**src/rtl/chop_avg_pkg.sv**
```systemverilog
package chop_avg_pkg;

    typedef enum logic [1:0] {
        ST_BYPASS = 2'd0,
        ST_PRIME  = 2'd1,
        ST_PAIR   = 2'd2
    } chop_state_e;

endpackage

```
**src/rtl/chop_avg_fsm.sv**
```systemverilog
module chop_avg_fsm
    import chop_avg_pkg::*;
(
    input  logic clk,
    input  logic rst_n,
    input  logic chop_en,
    input  logic fw_valid,
    output logic chop_pol,
    output logic capture_prev,
    output logic emit_avg,
    output logic emit_raw
);

    chop_state_e state_q, state_nx;
    logic        pol_q, pol_nx;

    // state register
    always_ff @(posedge clk) begin
        if (!rst_n) begin
            state_q <= ST_PRIME;
            pol_q   <= 1'b0;
        end else begin
            state_q <= state_nx;
            pol_q   <= pol_nx;
        end
    end

    // next state and outputs
    always_comb begin
        state_nx     = state_q;
        pol_nx       = pol_q;
        capture_prev = 1'b0;
        emit_avg     = 1'b0;
        emit_raw     = 1'b0;
        if (!chop_en) begin
            state_nx = ST_BYPASS;
            pol_nx   = 1'b0;
            emit_raw = fw_valid;
        end else begin
            unique case (state_q)
                ST_BYPASS, ST_PRIME: begin
                    if (fw_valid) begin
                        capture_prev = 1'b1;
                        pol_nx       = ~pol_q;
                        state_nx     = ST_PAIR;
                    end else begin
                        state_nx     = ST_PRIME;
                    end
                end
                ST_PAIR: begin
                    if (fw_valid) begin
                        capture_prev = 1'b1;
                        emit_avg     = 1'b1;
                        pol_nx       = ~pol_q;
                    end
                end
                default: begin
                    state_nx = ST_PRIME;
                end
            endcase
        end
    end

    assign chop_pol = pol_q;


    pol_idle_chk: assert property (@(posedge clk) disable iff (!rst_n)
        (chop_en && !fw_valid) |=> $stable(pol_q));


    prime_first_chk: assert property (@(posedge clk) disable iff (!rst_n)
        (state_q != ST_PAIR && chop_en && fw_valid) |=> (state_q == ST_PAIR));

endmodule

```
**src/rtl/chop_avg_math.sv**
```systemverilog
module chop_avg_math #(
    parameter int DATA_W = 16
) (
    input  logic              clk,
    input  logic              rst_n,
    input  logic              capture,
    input  logic [DATA_W-1:0] din,
    output logic [DATA_W-1:0] avg
);

    localparam int SUM_W = DATA_W + 1;

    logic [DATA_W-1:0] prev_q;
    logic [SUM_W-1:0]  sum;

    always_ff @(posedge clk) begin
        if (!rst_n) begin
            prev_q <= '0;
        end else if (capture) begin
            prev_q <= din;
        end
    end

    always_comb begin
        sum = {prev_q[DATA_W-1], prev_q} + {din[DATA_W-1], din};
        avg = sum[SUM_W-1:1];
    end


    no_overflow_chk: assert property (@(posedge clk) disable iff (!rst_n)
        capture |-> (($signed(avg) >= $signed(prev_q)) || ($signed(avg) >= $signed(din)))
                 && (($signed(avg) <= $signed(prev_q)) || ($signed(avg) <= $signed(din))));

endmodule

```
**src/rtl/chop_avg_resreg.sv**
```systemverilog
module chop_avg_resreg #(
    parameter int DATA_W = 16
) (
    input  logic              clk,
    input  logic              rst_n,
    input  logic              load,
    input  logic [DATA_W-1:0] load_val,
    input  logic              rd_ack,
    output logic [DATA_W-1:0] res_data,
    output logic              res_strobe,
    output logic              res_ready
);

    always_ff @(posedge clk) begin
        if (!rst_n) begin
            res_data   <= '0;
            res_strobe <= 1'b0;
            res_ready  <= 1'b0;
        end else begin
            res_strobe <= load;
            if (load) begin
                res_data  <= load_val;
                res_ready <= 1'b1;
            end else if (rd_ack) begin
                res_ready <= 1'b0;
            end
        end
    end


    stb_ready_chk: assert property (@(posedge clk) disable iff (!rst_n)
        res_strobe |-> res_ready);


    ack_clear_chk: assert property (@(posedge clk) disable iff (!rst_n)
        (rd_ack && !load) |=> !res_ready);


    data_hold_chk: assert property (@(posedge clk) disable iff (!rst_n)
        !load |=> $stable(res_data));

endmodule

```
**src/rtl/chop_averager.sv**
```systemverilog
module chop_averager #(
    parameter int DATA_W = 16
) (
    input  logic              clk,
    input  logic              rst_n,
    input  logic [DATA_W-1:0] fw_data,
    input  logic              fw_valid,
    input  logic              chop_off,
    input  logic              rd_ack,
    output logic [DATA_W-1:0] res_data,
    output logic              res_strobe,
    output logic              res_ready,
    output logic              chop_pol
);

    logic              chop_en;
    logic              capture_prev;
    logic              emit_avg;
    logic              emit_raw;
    logic [DATA_W-1:0] avg;
    logic [DATA_W-1:0] load_val;
    logic              load;

    assign chop_en = ~chop_off;

    chop_avg_fsm u_fsm (
        .clk          (clk),
        .rst_n        (rst_n),
        .chop_en      (chop_en),
        .fw_valid     (fw_valid),
        .chop_pol     (chop_pol),
        .capture_prev (capture_prev),
        .emit_avg     (emit_avg),
        .emit_raw     (emit_raw)
    );

    chop_avg_math #(.DATA_W(DATA_W)) u_math (
        .clk     (clk),
        .rst_n   (rst_n),
        .capture (capture_prev),
        .din     (fw_data),
        .avg     (avg)
    );

    assign load     = emit_avg | emit_raw;
    assign load_val = emit_raw ? fw_data : avg;

    chop_avg_resreg #(.DATA_W(DATA_W)) u_res (
        .clk        (clk),
        .rst_n      (rst_n),
        .load       (load),
        .load_val   (load_val),
        .rd_ack     (rd_ack),
        .res_data   (res_data),
        .res_strobe (res_strobe),
        .res_ready  (res_ready)
    );


    pol_toggle_chk: assert property (@(posedge clk) disable iff (!rst_n)
        (!chop_off && fw_valid) |=> (chop_pol != $past(chop_pol)));


    pol_hold_chk: assert property (@(posedge clk) disable iff (!rst_n)
        chop_off |=> !chop_pol);


    pass_thru_chk: assert property (@(posedge clk) disable iff (!rst_n)
        (chop_off && fw_valid) |=> (res_strobe && res_data == $past(fw_data)));

endmodule

```
**config.mk**
```make
export PLATFORM = sky130hd
export DESIGN_NAME = chop_averager
export DESIGN_NICKNAME = d
export VERILOG_FILES = /design/src/rtl/chop_avg_pkg.sv /design/src/rtl/chop_avg_fsm.sv /design/src/rtl/chop_avg_math.sv /design/src/rtl/chop_avg_resreg.sv /design/src/rtl/chop_averager.sv
export SDC_FILE = /design/constraint.sdc
export NUM_CORES = 1
export LEC_CHECK = 0
export BUFFER_PORTS_ARGS = -buffer_cell sky130_fd_sc_hd__buf_2
export CAP_MARGIN = 15
export CORE_MARGIN = 2
export CORE_UTILIZATION = 56
export DETAILED_ROUTE_END_ITERATION = 12
export PLACE_DENSITY = 0.8
export RECOVER_POWER = 25
export SLEW_MARGIN = 30
export SYNTH_ARGS = -nofsm -noshare
export SYNTH_HDL_FRONTEND = slang
export SYNTH_SLANG_ARGS = --single-unit
```
**constraint.sdc**
```tcl
create_clock -name clk -period 2.5 [get_ports clk]
set_clock_uncertainty 0.2 [all_clocks]
set_input_delay 0.125 -clock clk [delete_from_list [all_inputs] [get_ports clk]]
set_output_delay 0.125 -clock clk [all_outputs]
set_load 0.02 [all_outputs]
```
==> metrics.txt, run 1 <==
outcome finished clean; Final ANT Viol Nets 0; Die Outline Area 0.00461 mm²; GRT overflow 0; number of hold-slack violations in the final timing report 0; Worst Reg2Reg Path Length in Cells 6; cell area reported after detailed placement 0.00251 mm²; mean routed wirelength per cell 15.2 µm; die span in x 67.9 µm; dominant register cell in the synthesized netlist sky130_fd_sc_hd__dfxtp_1; number of global-route vias before repair 2094; antenna violations before repair 0; Post-synth ARST share 0%; area of the mapped netlist 0.00228 mm²; clock network power share 29.2%; largest area contributor in the netlist sky130_fd_sc_hd__dfxtp_1; vias post-DR 2272; portion of synthesized cell area occupied by the leading cell type 32.4%; Warnings, synthesis 0; clock sinks 37; reg-to-reg critical path endpoint u_res.res_data[12]; clock tree buffer depth 2; sequential fraction of design power 46.6%; Cells after Synth 282; die span in y 67.9 µm; clock edge transition at the registers on the reported setup and hold paths 0.07 ns; insertion delay of the later-clocked pin in the worst-skew pair 0.29 ns; CTS tree built; worst-case vdd ir drop 0.000313 V; Initial DRT Pass Iterations 4; row cnt 23; most frequently used cell type in the post-synthesis netlist sky130_fd_sc_hd__nand2_1; Critical Path RT 2.48 ns; Worst Hold Endpoint u_fsm.state_q[1]; remaining design rule violation count 0; R2R setup slack 0.25 ns; global-route wire length before repair 9680 µm; Worst setup SP type primary input; Post-Route WL 5870 µm; CTS H-tree lvls 2; switching fraction of total power 30.5%; mean cell area of the mapped netlist 8.10 µm²; achievable clock frequency 0.413 GHz; summed negative setup slack over all endpoints 0 ns; non-filler cells, final 386; combinational share of power 24.3%; Final Critical Period 2.42 ns; Hold Path Stages 3; area added between synthesis and finish 22.2%; headroom to the max-slew limit 41.7%; number of fill cells in the layout 340; data arrival time at the worst-slack endpoint 2.40 ns; path category of the worst min-delay check in -> reg; leading cell types by count after synthesis sky130_fd_sc_hd__nand2_1, sky130_fd_sc_hd__dfxtp_1, sky130_fd_sc_hd__a21boi_0, sky130_fd_sc_hd__a21oi_1; number of port buffers 39; WHS 0.00410 ns; Post-Place Cells 361; fraction of final layout cells with drive strength greater than 1 15.5%; Tot GR Track Use 27.7%; TritonCTS Buffers 5; unique cell type count in the Yosys netlist 50; largest net degree at the start of global routing 28; standby leakage power 1.15 nW; switching component of the power 0.420 mW; first-iteration detailed-routing DRC count 137; Starting Density 57.5%; setup bufs post-CTS 0; fin crit share 96.9%; core region area 0.00397 mm²; Ant. Diodes 0; GPL Wtd Cong 0.853; endpoint kind of the worst setup timing path flop; unrepaired setup endpoints after global routing yes; vias per cell 5.89; sequential fraction of the synthesis area 32.4%; number of storage elements in the synthesis netlist 37; Internal Pwr Total 0.959 mW; number of enable-type register cells in the synthesized netlist 0; power per cell area 494 mW/mm²; critical path peak fanout 5; count of nets after finishing 372; number of slew-limit violations in the final report 0; top-level port count 40; worst reg2reg path startpoint u_math.prev_q[1]; Worst Hold Launch fw_valid; final count of negative-setup-slack endpoints 0; critical path type in -> reg; final HPWL from detailed placement 4020 µm; final standard cell utilization of the core 70.3%; Worst Tran Pin Value 0.869 ns; MaxCap Viol Count 0; Synth Net Count 319; leading post-synthesis cells by cell area sky130_fd_sc_hd__dfxtp_1, sky130_fd_sc_hd__nand2_1, sky130_fd_sc_hd__ha_1; CTS Root Cell sky130_fd_sc_hd__clkbuf_8; post-route cell area 0.00279 mm²
## placed cells by master, fill, tap and decap left out, drive strengths merged, types with 3 or more instances in the layout
cell type,count
and3,3
a211oi,3
ha,15
a21oi,22
xor2,6
o211ai,3
dlygate4sd3,17
nor2,12
nand4,4
clkbuf,20
dfxtp,37
o21ai,11
a22o,7
a21boi,22
and2,6
inv,6
nand2,54
nor3,3
nand3,15
or2,3
buf,30
o221ai,6
## cells by family after synthesis
family,count (synthesis),synth area share [%]
fa+ha+maj,16,9.09
compound gates,94,29.6
buf+inv,19,3.23
simple gates,108,22.6
xor+xnor,8,3.07
flops,37,32.4
## timing repair
action                     4_1_cts  5_1_grt
setup endpoints to repair        0        5
hold endpoints to repair        24        0
gates resized for setup          0        7
hold buffers                    17        0
## final cells by class
| type | instances | area, µm² | share of cell area [%] |
|---|---|---|---|
| inverters | 6 | 22.5 | 0.806 |
| repair buffers | 59 | 373 | 13.4 |
| well taps | 50 | 62.6 | 2.24 |
| multi-input cells | 226 | 1510 | 54.2 |
| clock buffers | 8 | 80.1 | 2.87 |
| flip-flops and latches | 37 | 741 | 26.5 |
## metal layers
metal,track usage (%),wire length (µm),up-vias
met5,0,0,-
met4,7.50,67,0
met3,5.76,300,8
met2,45.3,2840,62
met1,37.1,2660,1069
li1,-,-,1133
## worst max-delay path, cell delays in order
cell,delay (ns)
sky130_fd_sc_hd__dlygate4sd3_1,0.53
sky130_fd_sc_hd__buf_2,0.15
sky130_fd_sc_hd__ha_4,0.30
sky130_fd_sc_hd__nand4_2,0.16
sky130_fd_sc_hd__a2111oi_4,0.51
sky130_fd_sc_hd__nor3_2,0.11
sky130_fd_sc_hd__o2111a_1,0.26
sky130_fd_sc_hd__a221o_1,0.25
## through the flow
step / worst slack [ns] / total power, mW
after global placement: 0.334 / 0.947
after global routing: -0.0128 / 1.45
final: 0.0773 / 1.38
after floorplan: 0.402 / 0.865
after detailed placement: 0.270 / 0.955
after CTS: 0.0740 / 1.37
## sequential cells by signal, summed over array words and instances, names as in the netlist
register,flops
u_res.res_ready,1
u_fsm.state_q,2
u_res.res_strobe,1
u_math.prev_q,16
u_fsm.chop_pol,1
u_res.res_data,16
## worst max-delay path by stage
stage | startpoint | end | slack [ns] | cells after the start
after floorplan | u_math.prev_q[2] | u_res.res_data[12] | 0.40 | 6
after global placement | u_math.prev_q[2] | u_res.res_data[12] | 0.33 | 6
after detailed placement | u_math.prev_q[2] | u_res.res_data[12] | 0.27 | 6
after CTS | fw_data[2] | u_res.res_data[12] | 0.07 | 8
after global routing | fw_data[4] | u_res.res_data[13] | -0.01 | 8
final | fw_data[2] | u_res.res_data[12] | 0.08 | 8
## power groups by stage
stage,Sequential (mW),Combinational [mW],Clock [mW]
after floorplan,0.676,0.189,0
after global placement,0.652,0.294,0
after detailed placement,0.654,0.301,0
after CTS,0.640,0.323,0.411
after global routing,0.646,0.373,0.433
final,0.642,0.334,0.403
Note: power is estimated with default switching activity, not from simulation.
==> run 2: changes to the inputs <==
--- a/config.mk
+++ b/config.mk
@@ -5,12 +5,12 @@
 export SDC_FILE = /design/constraint.sdc
 export NUM_CORES = 1
 export LEC_CHECK = 0
-export BUFFER_PORTS_ARGS = -buffer_cell sky130_fd_sc_hd__buf_2
 export CAP_MARGIN = 15
 export CORE_MARGIN = 2
-export CORE_UTILIZATION = 56
+export CORE_UTILIZATION = 60
 export DETAILED_ROUTE_END_ITERATION = 12
-export PLACE_DENSITY = 0.8
+export DONT_BUFFER_PORTS = 1
+export PLACE_DENSITY = 0.76
 export RECOVER_POWER = 25
 export SLEW_MARGIN = 30
 export SYNTH_ARGS = -nofsm -noshare
==> metrics.txt, run 2 (synthesized netlist as in run 1, its figures left out) <==
outcome finished clean; headroom to the max-slew limit 36.4%; clock sinks 37; cell area reported after detailed placement 0.00231 mm²; clock tree buffer depth 2; kind of cell with the highest combined delay on the critical path compound AO/OA/AOI/OAI gates; antenna violations before repair 0; switching component of the power 0.417 mW; area of all sequential standard cells 741 µm²; clock edge transition at the registers on the reported setup and hold paths 0.08 ns; core region area 0.00366 mm²; CTS Root Cell sky130_fd_sc_hd__clkbuf_8; worst-path cell with the longest stage delay sky130_fd_sc_hd__a2111oi_4; standby leakage power 1.05 nW; final HPWL from detailed placement 3740 µm; multi-input combinational cell area 0.00148 mm²; final count of negative-setup-slack endpoints 0; path category of the worst min-delay check in -> reg; fraction of final layout cells with drive strength greater than 1 7.69%; vias per cell 6.14; die span in y 65.7 µm; WP buf/inv 0; GRT overflow 0; Final Critical Period 2.26 ns; switching fraction of total power 28.2%; largest net degree at the start of global routing 39; mean routed wirelength per cell 16.8 µm; worst-case vdd ir drop 0.000641 V; CTS H-tree lvls 2; number of port buffers 0; insertion delay of the later-clocked pin in the worst-skew pair 0.29 ns; Die Outline Area 0.00432 mm²; delay of the slowest cell on the worst path 0.46 ns; sequential fraction of design power 45.1%; number of global-route vias before repair 2080; achievable clock frequency 0.443 GHz; critical path type reg -> reg; CTS tree built; number of slew-limit violations in the final report 0; number of fill cells in the layout 292; row cnt 22; Starting Density 62.4%; summed negative setup slack over all endpoints 0 ns; post-route cell area 0.00263 mm²; Post-Place Cells 319; leading cell type in the layout, fill and taps excluded sky130_fd_sc_hd__nand2_1; count of nets after finishing 335; WHS 0.0357 ns; remaining design rule violation count 0; endpoint kind of the worst setup timing path flop; GPL Wtd Cong 0.884; non-filler cells, final 347; first-iteration detailed-routing DRC count 176; data arrival time at the worst-slack endpoint 2.24 ns; MaxCap Viol Count 0; Internal Pwr Total 1.06 mW; global-route wire length before repair 9860 µm; Worst Tran Pin Value 0.948 ns; Critical Path RT 2.49 ns; most frequent cells in the layout sky130_fd_sc_hd__nand2_1, sky130_fd_sc_hd__dfxtp_1, sky130_fd_sc_hd__a21boi_0; combinational share of power 18.0%; Worst setup SP type flop; final standard cell utilization of the core 71.8%; Post-Route WL 5820 µm; power per cell area 563 mW/mm²; top-level port count 40; vias post-DR 2131; critical path peak fanout 5; area added between synthesis and finish 15.1%; die span in x 65.7 µm; Ant. Diodes 0; Top Registers u_math.prev_q: 16 flops, u_res.res_data: 16 flops, u_fsm.state_q: 2 flops; Tot GR Track Use 29.7%; number of hold-slack violations in the final timing report 0; TritonCTS Buffers 5; fin crit share 90.2%; clock network power share 36.9%; unrepaired setup endpoints after global routing no; Final ANT Viol Nets 0; Initial DRT Pass Iterations 4; ordered cell list for the critical path ha_1 > nand4_2 > a2111oi_4 > nor3_2 > o2111a_1 > a221o_1
run 2: cell types whose count changed in the layout (fill, tap and decap cells not counted), sizes merged:
cell / before / now
dlygate4sd3: 17 / 19
bufinv: 0 / 1
buf: 30 / 3
clkbuf: 20 / 7
run 2: final timing paths:
kind | startpoint | to | slack, ns | depth (start not counted)
worst max-delay path | u_math.prev_q[2] | u_res.res_data[12] | 0.24 | 6
worst min-delay path | fw_data[4] | u_res.res_data[3] | 0.04 | 3
worst max register to register | u_math.prev_q[2] | u_res.res_data[12] | 0.24 | 6
worst min register to register | u_math.prev_q[6] | u_math.prev_q[6] | 0.27 | 2
run 2: metal layers:
layer	up-vias	routed length, µm	global-route usage, %
met5	-	0	0
met4	0	44	12.5
met3	5	371	5.82
met2	61	2830	50.0
met1	1006	2580	36.9
li1	1059	-	-
run 2: cell type report:
type,count,area share [%]
clock buffer,7,3.28
clock inverter,1,1.14
inverter,6,0.856
multi-input combinational,226,56.3
sequential,37,28.2
tap,48,2.28
timing repair buffer,22,7.99
run 2: tightest hold or removal path: stages:
cell and delay (ns):
sky130_fd_sc_hd__ha_1 0.16, sky130_fd_sc_hd__xor2_1 0.08, sky130_fd_sc_hd__a21oi_1 0.13
run 2: power by group through the flow:
stage	Combinational (mW)	Sequential [mW]	Clock, mW
6_report	0.266	0.667	0.546
5_1_grt	0.298	0.671	0.573
4_1_cts	0.261	0.667	0.550
3_5_place_dp	0.220	0.681	0
3_3_place_gp	0.217	0.680	0
2_1_floorplan	0.189	0.676	0
run 2: metrics by stage:
| step | total power [mW] | setup WS [ns] |
|---|---|---|
| 6_report | 1.48 | 0.244 |
| 2_1_floorplan | 0.865 | 0.402 |
| 3_3_place_gp | 0.898 | 0.244 |
| 5_1_grt | 1.54 | 0.0857 |
| 3_5_place_dp | 0.901 | 0.248 |
| 4_1_cts | 1.48 | 0.210 |
run 2: repair_timing:
action / CTS / global route
hold buffers: 20 / 0
endpoints found under the hold margin: 37 / 0
gates resized for setup: 0 / 2
endpoints found under the setup margin: 0 / 1
setup buffers: 0 / 0
==> run 3: changes to the inputs <==
--- a/config.mk
+++ b/config.mk
@@ -5,11 +5,13 @@
 export SDC_FILE = /design/constraint.sdc
 export NUM_CORES = 1
 export LEC_CHECK = 0
+export ABC_AREA = 1
 export CAP_MARGIN = 15
 export CORE_MARGIN = 2
 export CORE_UTILIZATION = 60
 export DETAILED_ROUTE_END_ITERATION = 12
 export DONT_BUFFER_PORTS = 1
+export GPL_ROUTABILITY_DRIVEN = 0
 export PLACE_DENSITY = 0.76
 export RECOVER_POWER = 25
 export SLEW_MARGIN = 30
==> metrics.txt, run 3 <==
portion of synthesized cell area occupied by the leading cell type 30.1%; most frequent cells in the layout sky130_fd_sc_hd__nand2_1, sky130_fd_sc_hd__inv_1, sky130_fd_sc_hd__dfxtp_1; area of all sequential standard cells 741 µm²; area of the mapped netlist 0.00246 mm²; fin crit share 73.9%; pre-CTS worst setup slack 0.671 ns; WHS 0.0129 ns; leading cell type in the layout, fill and taps excluded sky130_fd_sc_hd__nand2_1; vias per cell 5.12; number of port buffers 0; headroom to the max-slew limit 61.5%; Worst setup SP type flop; clock edge transition at the registers on the reported setup and hold paths 0.08 ns; die span in x 68.0 µm; largest net degree at the start of global routing 36; final worst setup slack 0.653 ns; final HPWL from detailed placement 3940 µm; mean routed wirelength per cell 12.5 µm; multi-input combinational cell area 0.00138 mm²; Synth Net Count 425; row cnt 23; power per cell area 542 mW/mm²; start point of the critical path u_math.prev_q[0]; standby leakage power 1.50 nW; insertion delay of the later-clocked pin in the worst-skew pair 0.29 ns; final count of negative-setup-slack endpoints 0; post-route cell area 0.00280 mm²; switching fraction of total power 34.0%; Final Critical Period 1.85 ns; unrepaired setup endpoints after global routing no; worst-path cell with the longest stage delay sky130_fd_sc_hd__fa_1; kind of cell with the highest combined delay on the critical path simple AND/OR/NAND/NOR gates; clock sinks 37; combinational share of power 24.6%; most frequently used cell type in the post-synthesis netlist sky130_fd_sc_hd__nand2_1; number of storage elements in the synthesis netlist 37; path category of the worst min-delay check in -> reg; final standard cell utilization of the core 70.4%; Ant. Diodes 0; CTS tree built; leading cell types by count after synthesis sky130_fd_sc_hd__nand2_1, sky130_fd_sc_hd__inv_1, sky130_fd_sc_hd__dfxtp_1, sky130_fd_sc_hd__a21oi_1; number of enable-type register cells in the synthesized netlist 0; worst reg2reg path startpoint u_math.prev_q[0]; MaxCap Viol Count 0; sequential fraction of the synthesis area 30.1%; critical path peak fanout 3; leading post-synthesis cells by cell area sky130_fd_sc_hd__dfxtp_1, sky130_fd_sc_hd__nand2_1, sky130_fd_sc_hd__inv_1; Internal Pwr Total 1.00 mW; unique cell type count in the Yosys netlist 29; total power 1.52 mW; Warnings, synthesis 0; non-filler cells, final 461; Post-Place Cells 431; outcome finished clean; number of slew-limit violations in the final report 0; dominant register cell in the synthesized netlist sky130_fd_sc_hd__dfxtp_1; Worst Tran Pin Value 0.575 ns; summed negative setup slack over all endpoints 0 ns; remaining design rule violation count 0; Critical Path RT 2.50 ns; clock tree buffer depth 2; area added between synthesis and finish 13.7%; Most common cell on crit path sky130_fd_sc_hd__nand2_1; vias post-DR 2360; CTS H-tree lvls 2; endpoint kind of the worst setup timing path flop; Starting Density 62.0%; mean cell area of the mapped netlist 6.34 µm²; first-iteration detailed-routing DRC count 129; cell area reported after detailed placement 0.00249 mm²; clock network power share 30.1%; Post-synth ARST share 0%; die span in y 68.0 µm; count of nets after finishing 447; fraction of final layout cells with drive strength greater than 1 9.25%; critical path type reg -> reg; number of fill cells in the layout 353; ordered cell list for the critical path nand2_1 > inv_1 > fa_1 > nand2_1 > nand2_1 > nand3_1 > nand2_2 > nand2_1 > nand2_1 > nand2_1 > nand3_1 > nand2_1 > nand2_1; Die Outline Area 0.00463 mm²; GRT overflow 0; Gates resized, CTS repair 0; largest area contributor in the netlist sky130_fd_sc_hd__dfxtp_1; delay of the slowest cell on the worst path 0.38 ns; CTS Root Cell sky130_fd_sc_hd__clkbuf_8; number of hold-slack violations in the final timing report 0; data arrival time at the worst-slack endpoint 1.85 ns; setup bufs post-CTS 0; Post-Route WL 5750 µm; Final ANT Viol Nets 0; achievable clock frequency 0.541 GHz; WP buf/inv 1; worst-case vdd ir drop 0.000353 V; top-level port count 40; Hold-fix buffers, CTS 22; Cells after Synth 388; core region area 0.00397 mm²; Initial DRT Pass Iterations 4; switching component of the power 0.516 mW; Top Registers u_math.prev_q: 16 flops, u_res.res_data: 16 flops, u_fsm.state_q: 2 flops; antenna violations before repair 0; global-route wire length before repair 9480 µm; Tot GR Track Use 27.0%; TritonCTS Buffers 5; Worst Hold Launch fw_data[1]; number of global-route vias before repair 2283; sequential fraction of design power 45.3%
run 3: final cells by class:
| class | count | share of cell area [%] |
|---|---|---|
| Multi-Input combinational cell | 263 | 49.2 |
| Inverter | 80 | 10.7 |
| Sequential cell | 37 | 26.5 |
| Timing Repair Buffer | 23 | 7.96 |
| Tap cell | 50 | 2.24 |
| Clock buffer | 6 | 2.95 |
| Clock inverter | 2 | 0.492 |
run 3: path summary, 6_finish.rpt:
kind | to | slack, ns | depth (start not counted)
setup reg to reg | u_res.res_data[11] | 0.65 | 13
setup / recovery | u_res.res_data[11] | 0.65 | 13
hold / removal | u_res.res_data[0] | 0.01 | 3
hold reg to reg | u_math.prev_q[4] | 0.25 | 2
run 3: power groups by stage:
| stage | Clock (mW) | Sequential, mW | Combinational (mW) |
|---|---|---|---|
| final | 0.457 | 0.686 | 0.372 |
| after floorplan | 0 | 0.693 | 0.277 |
| after global placement | 0 | 0.700 | 0.321 |
| after global routing | 0.477 | 0.693 | 0.426 |
| after CTS | 0.462 | 0.687 | 0.370 |
| after detailed placement | 0 | 0.701 | 0.327 |
run 3: cell families (layout without fill, tap and decap cells):
group	after synthesis	in the layout	share of synthesized area [%]
xor+xnor	4	4	1.42
buf+inv	88	111	14.0
simple gates	173	173	30.0
fa+ha+maj	16	16	8.44
compound gates	70	70	16.0
flops	37	37	30.1
run 3: worst register-to-register path, cell delays in order (launching register included):
cell and delay [ns]:
sky130_fd_sc_hd__dfxtp_1 0.31, sky130_fd_sc_hd__nand2_1 0.05, sky130_fd_sc_hd__inv_1 0.05, sky130_fd_sc_hd__fa_1 0.38, sky130_fd_sc_hd__nand2_1 0.12, sky130_fd_sc_hd__nand2_1 0.08, sky130_fd_sc_hd__nand3_1 0.10, sky130_fd_sc_hd__nand2_2 0.09
sky130_fd_sc_hd__nand2_1 0.09, sky130_fd_sc_hd__nand2_1 0.05, sky130_fd_sc_hd__nand2_1 0.05, sky130_fd_sc_hd__nand3_1 0.06, sky130_fd_sc_hd__nand2_1 0.09, sky130_fd_sc_hd__nand2_1 0.04
run 3: layer usage:
layer / global-route usage (%) / part of all wire [%] / up-vias / wire (µm)
met5: 0 / 0 / - / 0
met4: 9.25 / 2.0 / 0 / 116
met3: 6.09 / 6.6 / 10 / 378
met2: 47.2 / 46 / 56 / 2660
met1: 32.5 / 45 / 1031 / 2590
li1: - / - / 1263 / -
